[config.mk]
export PLATFORM = sky130hd
export DESIGN_NAME = gpio_mask_irq
export DESIGN_NICKNAME = d
export VERILOG_FILES = /design/src/rtl/gpio_mask_pkg.sv /design/src/rtl/gpio_bus_dec.sv /design/src/rtl/gpio_sync.sv /design/src/rtl/gpio_irq_unit.sv /design/src/rtl/gpio_mask_irq.sv
export SDC_FILE = /design/constraint.sdc
export NUM_CORES = 1
export LEC_CHECK = 0
export ABC_AREA = 1
export CAP_MARGIN = 20
export CORE_UTILIZATION = 35
export CTS_CLUSTER_SIZE = 10
export DETAILED_ROUTE_END_ITERATION = 7
export PLACE_DENSITY = 0.67
export SYNTH_ARGS = -nofsm -noshare
export SYNTH_HDL_FRONTEND = slang
export SYNTH_SLANG_ARGS = --single-unit
[constraint.sdc]
create_clock -name clk_i -period 2.7 [get_ports clk_i]
set_input_delay 0.81 -clock clk_i [delete_from_list [all_inputs] [get_ports clk_i]]
set_output_delay 0.81 -clock clk_i [all_outputs]
set_load 0.01 [all_outputs]
[src/rtl/gpio_mask_pkg.sv]
package gpio_mask_pkg;
  // word offsets (byte offset >> 2)
  localparam logic [9:0] WOFS_DIR   = 10'h100;
  localparam logic [9:0] WOFS_SENSE = 10'h101;
  localparam logic [9:0] WOFS_BOTH  = 10'h102;
  localparam logic [9:0] WOFS_POL   = 10'h103;
  localparam logic [9:0] WOFS_MASK  = 10'h104;
  localparam logic [9:0] WOFS_RAW   = 10'h105;
  localparam logic [9:0] WOFS_MIS   = 10'h106;
  localparam logic [9:0] WOFS_CLR   = 10'h107;
  localparam logic [9:0] WOFS_ID0   = 10'h3F4;

  typedef struct packed {
    logic win;
    logic dir;
    logic sense;
    logic both;
    logic pol;
    logic msk;
    logic raw;
    logic mis;
    logic clr;
    logic id;
    logic unmapped;
  } dec_t;

  function automatic logic [7:0] id_byte(input logic [3:0] idx);
    case (idx)
      4'd4:    id_byte = 8'h61;
      4'd5:    id_byte = 8'h10;
      4'd6:    id_byte = 8'h04;
      4'd8:    id_byte = 8'h0D;
      4'd9:    id_byte = 8'hF0;
      4'd10:   id_byte = 8'h05;
      4'd11:   id_byte = 8'hB1;
      default: id_byte = 8'h00;
    endcase
  endfunction
endpackage

[src/rtl/gpio_bus_dec.sv]
module gpio_bus_dec
  import gpio_mask_pkg::*;
(
  input  logic [11:0] addr_i,
  output dec_t        dec_o
);
  logic [9:0] wofs;
  logic       unused_lsb;

  assign wofs       = addr_i[11:2];
  assign unused_lsb = ^addr_i[1:0];

  always_comb begin
    dec_o       = '0;
    dec_o.win   = (wofs[9:8] == 2'b00);
    dec_o.dir   = (wofs == WOFS_DIR);
    dec_o.sense = (wofs == WOFS_SENSE);
    dec_o.both  = (wofs == WOFS_BOTH);
    dec_o.pol   = (wofs == WOFS_POL);
    dec_o.msk   = (wofs == WOFS_MASK);
    dec_o.raw   = (wofs == WOFS_RAW);
    dec_o.mis   = (wofs == WOFS_MIS);
    dec_o.clr   = (wofs == WOFS_CLR);
    dec_o.id    = (wofs >= WOFS_ID0);
    // clear offset is write-only, so it counts as unmapped for reads
    dec_o.unmapped = !(dec_o.win | dec_o.dir | dec_o.sense | dec_o.both |
                       dec_o.pol | dec_o.msk | dec_o.raw | dec_o.mis | dec_o.id);
  end
endmodule

[src/rtl/gpio_sync.sv]
module gpio_sync #(
  parameter int unsigned W      = 8,
  parameter int unsigned STAGES = 2
) (
  input  logic         clk_i,
  input  logic         rst_ni,
  input  logic [W-1:0] d_i,
  output logic [W-1:0] q_o
);
  logic [STAGES-1:0][W-1:0] stage_q;

  for (genvar s = 0; s < STAGES; s++) begin : g_stage
    if (s == 0) begin : g_first
      always_ff @(posedge clk_i or negedge rst_ni)
        if (!rst_ni) stage_q[0] <= '0;
        else         stage_q[0] <= d_i;
    end else begin : g_next
      always_ff @(posedge clk_i or negedge rst_ni)
        if (!rst_ni) stage_q[s] <= '0;
        else         stage_q[s] <= stage_q[s-1];
    end
  end

  assign q_o = stage_q[STAGES-1];
endmodule

[src/rtl/gpio_irq_unit.sv]
module gpio_irq_unit #(
  parameter int unsigned W = 8
) (
  input  logic         clk_i,
  input  logic         rst_ni,
  input  logic [W-1:0] lvl_i,
  input  logic [W-1:0] in_en_i,
  input  logic [W-1:0] sense_i,
  input  logic [W-1:0] both_i,
  input  logic [W-1:0] pol_i,
  input  logic [W-1:0] mask_i,
  input  logic [W-1:0] clr_i,
  output logic [W-1:0] status_o,
  output logic         irq_o
);
  logic [W-1:0] prev_q, status_q;
  logic [W-1:0] chg_w, match_w, edge_set_w, lvl_set_w, set_w;

  assign chg_w      = (lvl_i ^ prev_q) & in_en_i;
  assign match_w    = ~(lvl_i ^ pol_i);
  assign edge_set_w = chg_w & ~sense_i & (both_i | match_w);
  assign lvl_set_w  = sense_i & match_w & in_en_i;
  assign set_w      = edge_set_w | lvl_set_w;

  always_ff @(posedge clk_i or negedge rst_ni) begin
    if (!rst_ni) begin
      prev_q   <= '0;
      status_q <= '0;
    end else begin
      prev_q   <= lvl_i;
      status_q <= (status_q & ~clr_i) | set_w;  // set wins over clear
    end
  end

  assign status_o = status_q;
  assign irq_o    = |(status_q & mask_i);

  AST_CLR_DROPS: assert property (@(posedge clk_i) disable iff (!rst_ni)
    (clr_i != '0) |=> ((status_q & $past(clr_i & ~set_w)) == '0));
  AST_STATUS_STICKY: assert property (@(posedge clk_i) disable iff (!rst_ni)
    (($past(status_q) & ~status_q & ~$past(clr_i)) == '0));
  AST_IRQ_NEEDS_MASK: assert property (@(posedge clk_i) disable iff (!rst_ni)
    irq_o |-> (mask_i != '0));
endmodule

[src/rtl/gpio_mask_irq.sv]
module gpio_mask_irq
  import gpio_mask_pkg::*;
#(
  parameter int unsigned NPINS       = 8,
  parameter int unsigned SYNC_STAGES = 2
) (
  input  logic             clk_i,
  input  logic             rst_ni,
  input  logic             req_i,
  input  logic             we_i,
  input  logic [11:0]      addr_i,
  input  logic [31:0]      wdata_i,
  output logic [31:0]      rdata_o,
  output logic             err_o,
  input  logic [NPINS-1:0] pin_i,
  output logic [NPINS-1:0] pin_o,
  output logic             irq_o
);
  localparam int unsigned MSB = NPINS + 1;

  dec_t             dec;
  logic             wr, rd;
  logic [NPINS-1:0] amask, wd, pin_s;
  logic [NPINS-1:0] data_q, dir_q, sense_q, both_q, pol_q, mask_q;
  logic [NPINS-1:0] status, clr;
  logic [3:0]       id_idx;
  logic [31:0]      rdata_d, rdata_q;
  logic             err_q;
  logic             unused_wd;

  assign wr        = req_i & we_i;
  assign rd        = req_i & ~we_i;
  assign amask     = addr_i[MSB:2];
  assign wd        = wdata_i[NPINS-1:0];
  assign id_idx    = addr_i[5:2] - 4'd4;
  assign unused_wd = ^wdata_i[31:NPINS];

  gpio_bus_dec u_dec (.addr_i(addr_i), .dec_o(dec));

  gpio_sync #(.W(NPINS), .STAGES(SYNC_STAGES)) u_sync (
    .clk_i(clk_i), .rst_ni(rst_ni), .d_i(pin_i), .q_o(pin_s)
  );

  always_ff @(posedge clk_i or negedge rst_ni) begin
    if (!rst_ni) begin
      dir_q   <= '0;
      sense_q <= '0;
      both_q  <= '0;
      pol_q   <= '0;
      mask_q  <= '0;
    end else if (wr) begin
      if (dec.dir)   dir_q   <= wd;
      if (dec.sense) sense_q <= wd;
      if (dec.both)  both_q  <= wd;
      if (dec.pol)   pol_q   <= wd;
      if (dec.msk)   mask_q  <= wd;
    end
  end

  for (genvar i = 0; i < NPINS; i++) begin : g_data
    always_ff @(posedge clk_i or negedge rst_ni) begin
      if (!rst_ni)                         data_q[i] <= 1'b0;
      else if (!dir_q[i])                  data_q[i] <= pin_s[i];
      else if (wr && dec.win && amask[i])  data_q[i] <= wd[i];
    end
  end

  assign clr = (wr && dec.clr) ? wd : '0;

  gpio_irq_unit #(.W(NPINS)) u_irq (
    .clk_i(clk_i), .rst_ni(rst_ni), .lvl_i(pin_s), .in_en_i(~dir_q),
    .sense_i(sense_q), .both_i(both_q), .pol_i(pol_q), .mask_i(mask_q),
    .clr_i(clr), .status_o(status), .irq_o(irq_o)
  );

  always_comb begin
    rdata_d = '0;
    if (dec.win)   rdata_d[NPINS-1:0] = data_q & amask;
    if (dec.dir)   rdata_d[NPINS-1:0] = dir_q;
    if (dec.sense) rdata_d[NPINS-1:0] = sense_q;
    if (dec.both)  rdata_d[NPINS-1:0] = both_q;
    if (dec.pol)   rdata_d[NPINS-1:0] = pol_q;
    if (dec.msk)   rdata_d[NPINS-1:0] = mask_q;
    if (dec.raw)   rdata_d[NPINS-1:0] = status;
    if (dec.mis)   rdata_d[NPINS-1:0] = status & mask_q;
    if (dec.id)    rdata_d[7:0]       = id_byte(id_idx);
  end

  always_ff @(posedge clk_i or negedge rst_ni) begin
    if (!rst_ni) begin
      rdata_q <= '0;
      err_q   <= 1'b0;
    end else begin
      err_q <= rd & dec.unmapped;
      if (rd) rdata_q <= rdata_d;
    end
  end

  assign rdata_o = rdata_q;
  assign err_o   = err_q;
  assign pin_o   = (data_q & dir_q) | ~dir_q;

  AST_DATA_HOLD: assert property (@(posedge clk_i) disable iff (!rst_ni)
    !(wr && dec.win) |=> (((data_q ^ $past(data_q)) & $past(dir_q)) == '0));
  AST_ERR_CAUSE: assert property (@(posedge clk_i) disable iff (!rst_ni)
    err_o |-> $past(rd));
  AST_ERR_ZERO: assert property (@(posedge clk_i) disable iff (!rst_ni)
    err_o |-> (rdata_o == '0));
  AST_INPUT_HIGH: assert property (@(posedge clk_i) disable iff (!rst_ni)
    (dir_q == '0) |-> (pin_o == '1));
endmodule

* After elaboration in Yosys (flattened, before gate mapping)
Cells that the tools add are included.
Word-level totals: input bits 56, bits in read-only memories 0, memories 0, memory bits (writable) 0, logic and storage cells 120, register bits after elaboration 89, bits in latches 0
Cells by class: add/sub/neg operators 1, divide/modulo/power cells 0, magnitude comparators 1, reduce and logical (&&, ||, !) cells 18, eq/ne operators 23, bitwise operators 31, mux-type cells 27, shift-type cells 0, multipliers 0
Operator list (number):
- $eq A10 B9 Y1 const B | 8
- $mux W8 | 10
- $and A8 B8 Y8 | 9
- $pmux W8 S7 | 1
- $not A8 Y8 | 4
- $or A8 B8 Y8 | 4
- $eq A4 B4 Y1 const B | 4
- $mux W1 | 16
- $ne A2 B1 Y1 const B | 8
- $xor A8 B8 Y8 | 2
- $eq A4 B3 Y1 const B | 3
- $ge A10 B10 Y1 const B | 1
- $logic_and A1 B1 Y1 | 10
- $reduce_and A2 Y1 | 5
- $or A1 B1 Y1 | 8
- $reduce_or A8 Y1 | 1
- $sub A4 B3 Y4 const B | 1
- $and A1 B1 Y1 | 3
- $logic_not A2 Y1 | 1
- $logic_not A1 Y1 | 1
- $not A1 Y1 | 1

* Logic depth before layout (Yosys ltp)
Gate-level depths: netlist of run 1.
depth after elaboration 11, gate-level depth with buffers 12

* Hierarchy
Synthesis of run 1 repeated with hierarchy kept, for this count alone.
Unflattened totals: cell total of the unflattened synthesis 703, area, all modules 5216.3 sq um
By module, submodules not included:
- gpio_mask_irq | area an instance 3528.4 sq um, seq. area each 1426.4 sq um, cells an instance 485, instances 1
- gpio_irq_unit | area an instance 1032.2 sq um, seq. area each 400.4 sq um, cells an instance 149, instances 1
- gpio_sync | area an instance 460.4 sq um, seq. area each 400.4 sq um, cells an instance 24, instances 1
- gpio_bus_dec | area an instance 195.2 sq um, seq. area each 0.0 sq um, cells an instance 45, instances 1

* Worst setup path after synthesis of run 1
OpenSTA, ideal clock, no wires.
path kind input to register, start input port addr_i[4], end register both_q[6], data required time 2.578 ns, setup slack 0.697 ns, stages on the path 10, data arrival time 1.882 ns, cells stage by stage buf_2 -> nor2_2 -> nand2_2 -> nor2_8 -> inv_2 -> nor2_8 -> nand2_4 -> buf_6 -> nand2_1 -> o21ai_2
On the way: word-level cells in the longest chain between the ends 2
Ends and longest elaborated chain:
- start: declaration | line gpio_mask_irq.sv:11 | input logic [11:0] addr_i,
- $eq A10 B9 Y1 | line gpio_bus_dec.sv:18 | dec_o.both = (wofs == WOFS_BOTH);
- $reduce_and A2 Y1 (no line)
- end signal: assignment | line gpio_mask_irq.sv:54 | if (dec.both) both_q <= wd;
- end: declaration | line gpio_mask_irq.sv:24 | logic [NPINS-1:0] data_q, dir_q, sense_q, both_q, pol_q, mask_q;
Every way passes these cells. A chain may end at the register's enable or synchronous reset.

* Worst setup path after layout of run 1
start register u_irq.status_q[4], in the netlist u_irq.status_o[4], end output port irq_o
On the way: word-level cells in the longest chain between the ends 2
Ends and longest elaborated chain:
- start: declaration | line gpio_irq_unit.sv:16 | logic [W-1:0] prev_q, status_q;
- start signal: assignment | line gpio_irq_unit.sv:31 | status_q <= (status_q & ~clr_i) | set_w;
- $and A8 B8 Y8 | line gpio_irq_unit.sv:36 | assign irq_o = |(status_q & mask_i);
- $reduce_or A8 Y1 | line gpio_irq_unit.sv:36
- end: declaration | line gpio_mask_irq.sv:17 | output logic irq_o
Every way passes these cells.

==> results of run 1 <==
==> Yosys cell counts, types with 4 or more instances <==
library cell,n,area [um^2]
o211ai_1,10,75.1
nor2_2,5,31.3
a21oi_1,5,25.0
nand3_2,4,40.0
xor2_1,8,70.1
dfrtp_1,89,2230
inv_2,7,26.3
nand4_1,7,43.8
o21ai_2,16,140
inv_1,60,225
nand2_4,4,45.0
nand2_2,4,25.0
nor2_1,42,158
o221ai_1,8,70.1
nand3_1,40,200
nand2_1,176,661
o21ai_0,23,115
buf_2,5,25.0
nor3_1,4,20.0
buf_4,24,180
o21ai_1,20,100
==> state kept, by name, indices dropped and copies added (netlist names) <==
name,count
pol_q,8
dir_q,8
data_q,8
u_irq.status_o,8
u_sync.stage_q,8
u_sync.q_o,8
u_irq.prev_q,8
rdata_o,8
mask_q,8
both_q,8
err_o,1
sense_q,8
==> report_power, final <==
part           total, mW  internal [mW]  leakage (nW)  switching, mW
clock network       1.35          0.838         0.153          0.514
logic              0.302          0.128          1.60          0.174
registers           1.40           1.37          1.12         0.0259
total               3.05           2.34          2.87          0.713
==> final cells by class <==
class	count	area [um^2]	share of cell area [%]
Clock buffer	12	246	4.16
Sequential cell	89	2230	37.6
Tap cell	176	220	3.71
Clock inverter	4	76.3	1.29
Multi-Input combinational cell	415	2090	35.3
Inverter	68	256	4.32
Timing Repair Buffer	91	811	13.7
==> metrics by stage <==
step / cells / cell area [um^2]
after floorplan: 605 / 4810
after global placement: 839 / 5610
after detailed placement: 839 / 5610
after CTS: 855 / 5930
after global routing: 855 / 5930
final: 855 / 5930
==> cell families (layout without fill, tap and decap cells) <==
logic type / count (synthesis) / count (layout)
AOI/OAI and AO/OA: 86 / 86
xor gates and xnor gates: 8 / 8
buffers and inverters: 101 / 175
DFF: 89 / 89
other: 1 / 24
and+or+nand+nor: 297 / 297
==> placed cells by master, fill, tap and decap left out, types with 5 or more instances in the layout <==
cell               n
a21oi_1            5
buf_4             44
clkbuf_16          9
clkdlybuf4s50_1   46
conb_1            24
dfrtp_1           89
inv_1             60
inv_2              7
nand2_1          175
nand2_2            5
nand3_1           40
nand4_1            7
nor2_1            42
nor2_2             5
o211ai_1          10
o21ai_0           23
o21ai_1           20
o21ai_2           16
o221ai_1           8
xor2_1             8
==> final timing paths <==
path / startpoint / to / slack [ns] / cells past startpoint
worst max-delay path: u_irq.status_o[4] / irq_o / 0.07 / 4
worst min-delay path: u_sync.stage_q[6] / u_sync.q_o[6] / 0.35 / 0
worst min register to register: u_sync.stage_q[6] / u_sync.q_o[6] / 0.35 / 0
worst max register to register: dir_q[7] / rdata_o[7] / 1.43 / 8
max in group asynchronous: rst_ni / u_irq.prev_q[0] / 1.64 / 2
min in group asynchronous: rst_ni / u_sync.q_o[7] / 0.37 / 1
==> worst reg2reg max path: stages, from the launching register on <==
cell	delay [ns]
dfrtp_1	0.42
nand3_1	0.10
nand2_1	0.05
nor2_1	0.10
nand3_1	0.09
nor2_1	0.18
nand3_1	0.11
nand2_1	0.07
nand2_1	0.04
==> layer usage <==
metal  GRT usage [%]  vias up  wire, um
li1                -     2013         -
met1            24.9     1873      5510
met3            4.34       17       723
met4            7.29        0       274
met5               0        -         0
met2            30.0      128      5630
==> timing repair <==
action / 4_1_cts / 5_1_grt
buffers inserted: 0 / 0
endpoints found under the setup margin: 0 / 1
gates resized for setup: 0 / 1
==> results by group, run 1 <==
Synth
  – Simple-gate portion of the synthesized area: 29.1%
  – EDFF count, synth: 0
  – Synth Area in Compound Gates: 11.8%
  – Seq/Total Area, Yosys: 47.2%
  – Mux cell area share after synthesis: 0%
  – Post-Synth XOR/XNOR Area: 1.48%
  – Adder-Cell Fraction of Synth Area: 0%
  – Synth Register Bits: 89
  – Cell area after synthesis: 4720 um^2
  – Synthesis Warnings: 0
  – Mean post-synth cell area: 8.12 um^2
  – Main synth FF type: dfrtp_1
  – Unique cell type count in the Yosys netlist: 35
  – Synth Instances: 582
  – Largest family of logic cells by synthesized area: simple AND/OR/NAND/NOR gates
  – Post-synthesis async set-or-reset flop share: 100%

Route
  – Detailed-route via count: ~4,000
  – Final wirelength: around 12,000 um
  – Starting DRT DRC Count: between 150 and 200
  – Wire per inst: 14.2 um
  – Drt pass-1 iters: 5
  – Post-route DRC: 0
  – Final ANT Viol Nets: 0
  – Via/cell ratio: 4.71

Clocking
  – Number of H-tree levels: 3
  – Root buf cell: clkbuf_16
  – Max clock buf depth: 2
  – CTS buffer count: 9
  – TritonCTS clock tree: yes
  – Clock latency on the worst-skew pair: approximately 0.35 ns
  – Clock-pin slew on the worst setup and hold paths: around 0.06 ns
  – CTS sink cnt: 89
  – CTS Hold Buffers Added: 0

STA
  – Clock skew: 0.00744 ns
  – Final worst slack: 0.0652 ns
  – Max Freq: 380 MHz
  – Final period util: between 90% and 100%
  – RSZ-0062 raised after global routing: no
  – Hold Vio Cnt, Final: 0
  – Number of endpoints failing setup at the final stage: 0
  – Slew Viols, Final: 0
  – Setup TNS: 0 ns
  – Crit path time final: 2.63 ns
  – Hold_ws: 0.347 ns

Floorplan
  – Initial core utilization: 35.8%
  – Die Y: 118 um
  – Die area: 14,000 um^2
  – CORE AREA: 13,200 um^2
  – # IOs: 98
  – Die Wd: 118 um
  – Row cnt: 42

Placement
  – DPL Wire Length: 9230 um
  – Pre-CTS setup slack: 0.0244 ns
  – I/O Buffers: 47
  – Gp weighted congestion: 0.960

Finish
  – Nets@finish: 730
  – Area Growth Syn to Fin: 25.6%
  – Antenna diodes: 0
  – Layout cells sized above 1: 16.3%
  – Filler instances: 1,288
  – Post-layout util: 45.0%

Hold path
  – Worst min path class: flop to flop

Pwr
  – Lkg Pwr: around 2.9 nW
  – Power density cells: 515 nW/um^2
  – Tot Pwr: roughly 3.1 mW
  – Peak VDD IR: approximately 0.22 mV

Critical path
  – Critical path's top delay family: buffers and inverters
  – Critical path required time: 1.89 ns
  – Worst path cell trace: nand2_1, nand4_1, a2111o_1, clkdlybuf4s50_1
  – Crit path DAT: between 1.5 and 2 ns
  – Crit Path Max Fanout: 3
  – CP Capture Type: primary output
  – Buf/Inv on CP: 1
  – Critical Path Start Type: flop
  – Slowest CP cell: clkdlybuf4s50_1
  – Slowest stage delay, CP: roughly 0.48 ns
  – Critical Setup Path Class: flop to primary output

GRT
  – Largest net degree at the start of global routing: 41
  – Grt total ovfl: 0
  – First-pass GRT wire length: 20,100 um
  – All-Layer GR Usage: 18.9%
  – Initial antenna violation count: 0
  – Vias in the first global route: 3,875

Outcome
  – Status: finished, final reports clean

Flow run
  – Max_cap viols: 0
Power figures use the tool's default switching activity.
==> run 2: changes to the inputs <==
Settings changed: GPL_TIMING_DRIVEN set to 0.
==> run 2 against run 1 <==
Net effect:
- first-iteration DRC count rose by 30%
- clock power barely moved
- die area did not move
- global-route usage rose by 0.16 points
- power fell by 0.76%
- worst hold slack improved by 0.0013 ns
- register-to-register slack improved by 0.03 ns
- utilization fell by 0.72 points
- sequential power barely moved
- highest routed layer unchanged
==> results by group, run 2 (synthesis results as in run 1) <==
Outcome
  – Status: finished, final reports clean

Clocking
  – CTS Hold Buffers Added: 0
  – CTS sink cnt: 89
  – Post-CTS Setup Bufs: 0
  – Clock-pin slew on the worst setup and hold paths: 0.06 ns
  – Number of H-tree levels: 3
  – TritonCTS clock tree: yes
  – Max clock buf depth: 2
  – Root buf cell: clkbuf_16
  – CTS buffer count: 9
  – Clock latency on the worst-skew pair: between 0.3 and 0.4 ns

Hold path
  – Worst hold path depth: 0
  – Worst hold start: u_sync.stage_q[2]
  – Min-Delay Endpoint: u_sync.q_o[2]
  – Worst min path class: flop to flop

Floorplan
  – CORE AREA: 13,200 um^2
  – # IOs: 98
  – Initial core utilization: 35.8%
  – Die Y: 118 um
  – Die Wd: between 100 and 150 um
  – Die area: 14,000 um^2
  – Row cnt: 42

STA
  – Worst-Margin Slew: 0.505 ns
  – Slew Viols, Final: 0
  – Clock skew: 0.00687 ns
  – RSZ-0062 raised after global routing: no
  – Slew Limit Headroom: 66.3%
  – Final period util: 94.4%
  – Hold Vio Cnt, Final: 0
  – Max Freq: 392 MHz
  – Crit path time final: ~2.5 ns
  – Number of endpoints failing setup at the final stage: 0
  – Hold_ws: around 0.35 ns

Critical path
  – Critical Path Start Type: input port
  – R2R depth: 8
  – Slowest stage delay, CP: 0.56 ns
  – Reg2reg start: dir_q[7]
  – Crit path DAT: between 2 and 3 ns
  – Worst path cell trace: clkdlybuf4s50_1, nor2_1, nand2_4, nor2_8, nand3_2, buf_2, nand2_1, o21ai_1
  – Reg-to-reg endpoint: rdata_o[7]
  – Worst reg2reg setup slack: 1.46 ns
  – Critical Setup Path Class: input port to flop
  – Critical path required time: 2.92 ns
  – CP Capture Type: flop
  – Slowest CP cell: clkdlybuf4s50_1
  – Crit Path Max Fanout: 10

Placement
  – Dpl cells: 827
  – Gp weighted congestion: around 0.90
  – I/O Buffers: 45
  – DPL Wire Length: 9180 um

Finish
  – Area Growth Syn to Fin: 23.5%
  – Layout cells sized above 1: 14.7%
  – Antenna diodes: 0
  – Most common cell after layout, fill and taps aside: nand2_1
  – Fin cells: ~840
  – Nets@finish: 718
  – Most frequent cells in the layout: nand2_1 (176), dfrtp_1 (89), inv_1 (60), clkdlybuf4s50_1 (43), nor2_1 (42)

GRT
  – Initial antenna violation count: 0
  – Largest net degree at the start of global routing: 58
  – Grt total ovfl: 0
  – First-pass GRT wire length: 20,400 um
  – Vias in the first global route: 3,916
  – All-Layer GR Usage: 19.0%

Flow run
  – Max_cap viols: 0

Pwr
  – Peak VDD IR: 0.250 mV
  – Power density cells: about 520 nW/um^2
  – Switch Pwr: 721 uW
  – P_int: 2.31 mW
  – Comb pwr share: between 10% and 20%
  – Clock share of power: approximately 44%
  – Net Sw Frac: 23.8%
  – Flop pwr share: a little under half
  – Lkg Pwr: approximately 2.8 nW

Route
  – Via/cell ratio: 4.90
  – Final wirelength: 12,800 um
  – Detailed-route via count: slightly above 4,000
  – Final ANT Viol Nets: 0
  – Drt pass-1 iters: 5
  – Post-route DRC: 0
  – Starting DRT DRC Count: 250
  – Wire per inst: 15.2 um
-- run 2: cell types whose count changed in the layout (fill, tap and decap cells not counted), sizes merged --
cell / delta
clkdlybuf4s50: -3
dlymetal6s2s: +1
buf: -12
clkbuf: +1
clkinvlp: +1
-- run 2: stage by stage --
step | instance area [um^2] | util (%) | TNS [ns] | total power [mW] | worst slack, ns
2_1_floorplan | 4810 | - | 0 | 1.58 | 0.697
3_3_place_gp | 5480 | 41.5 | -220.97 | 1.71 | -2.40
3_5_place_dp | 5510 | 41.7 | -9.68 | 1.72 | -0.443
4_1_cts | 5820 | 44.1 | 0 | 3.04 | 0.0628
5_1_grt | 5840 | 44.2 | 0 | 3.13 | 0.0609
6_report | 5840 | 44.2 | 0 | 3.03 | 0.151
-- run 2: cell type report --
class / count / area [um^2]
plain buffers: 33 / 235
inverters: 68 / 256
well taps: 176 / 220
multi-input cells: 415 / 2110
flip-flops and latches: 89 / 2230
clock buffers: 11 / 233
repair buffers: 46 / 478
fillers: 1310 / 7350
clock inverters: 5 / 80.1
-- run 2: power groups by stage --
stage               logic (mW)  registers, mW  clock network (mW)
finish                   0.302           1.40                1.33
global route             0.332           1.40                1.40
CTS                      0.301           1.40                1.34
detailed placement       0.300           1.42                   0
global placement         0.290           1.42                   0
floorplan                0.157           1.42                   0
-- run 2: how the worst max path moves through the flow --
stage / from / to / slack (ns) / cells past startpoint
after floorplan: addr_i[4] / both_q[6] / 0.70 / 10
after global placement: rst_ni / mask_q[0] / -2.40 / 1
final: addr_i[9] / dir_q[5] / 0.15 / 8
after detailed placement: addr_i[11] / data_q[6] / -0.44 / 7
after CTS: mask_q[7] / irq_o / 0.06 / 4
after global routing: addr_i[5] / rdata_o[1] / 0.06 / 11
-- run 2: timing repair --
action / 4_1_cts / 5_1_grt
gates cloned: 0 / 0
gates resized for setup: 1 / 3
endpoints found under the setup margin: 8 / 11
pin swaps: 0 / 0
-- run 2: critical path, delay by kind of cell --
family	cells	cell delay, ns
AOI/OAI and AO/OA	1	0.06
buffers and inverters	2	0.88
and+or+nand+nor	5	0.99
-- run 2: layer usage --
layer	GRT usage, %	share of wire, %
met1	25.4	45
met2	30.6	46
met3	3.04	6.6
met4	8.17	2.1
met5	0	0
==> run 3: changes to the inputs <==
Settings changed: GPL_TIMING_DRIVEN 0 to unset.
==> results of run 3 <==
Same layout as run 1: the final DEF is identical, and so are final timing and power.
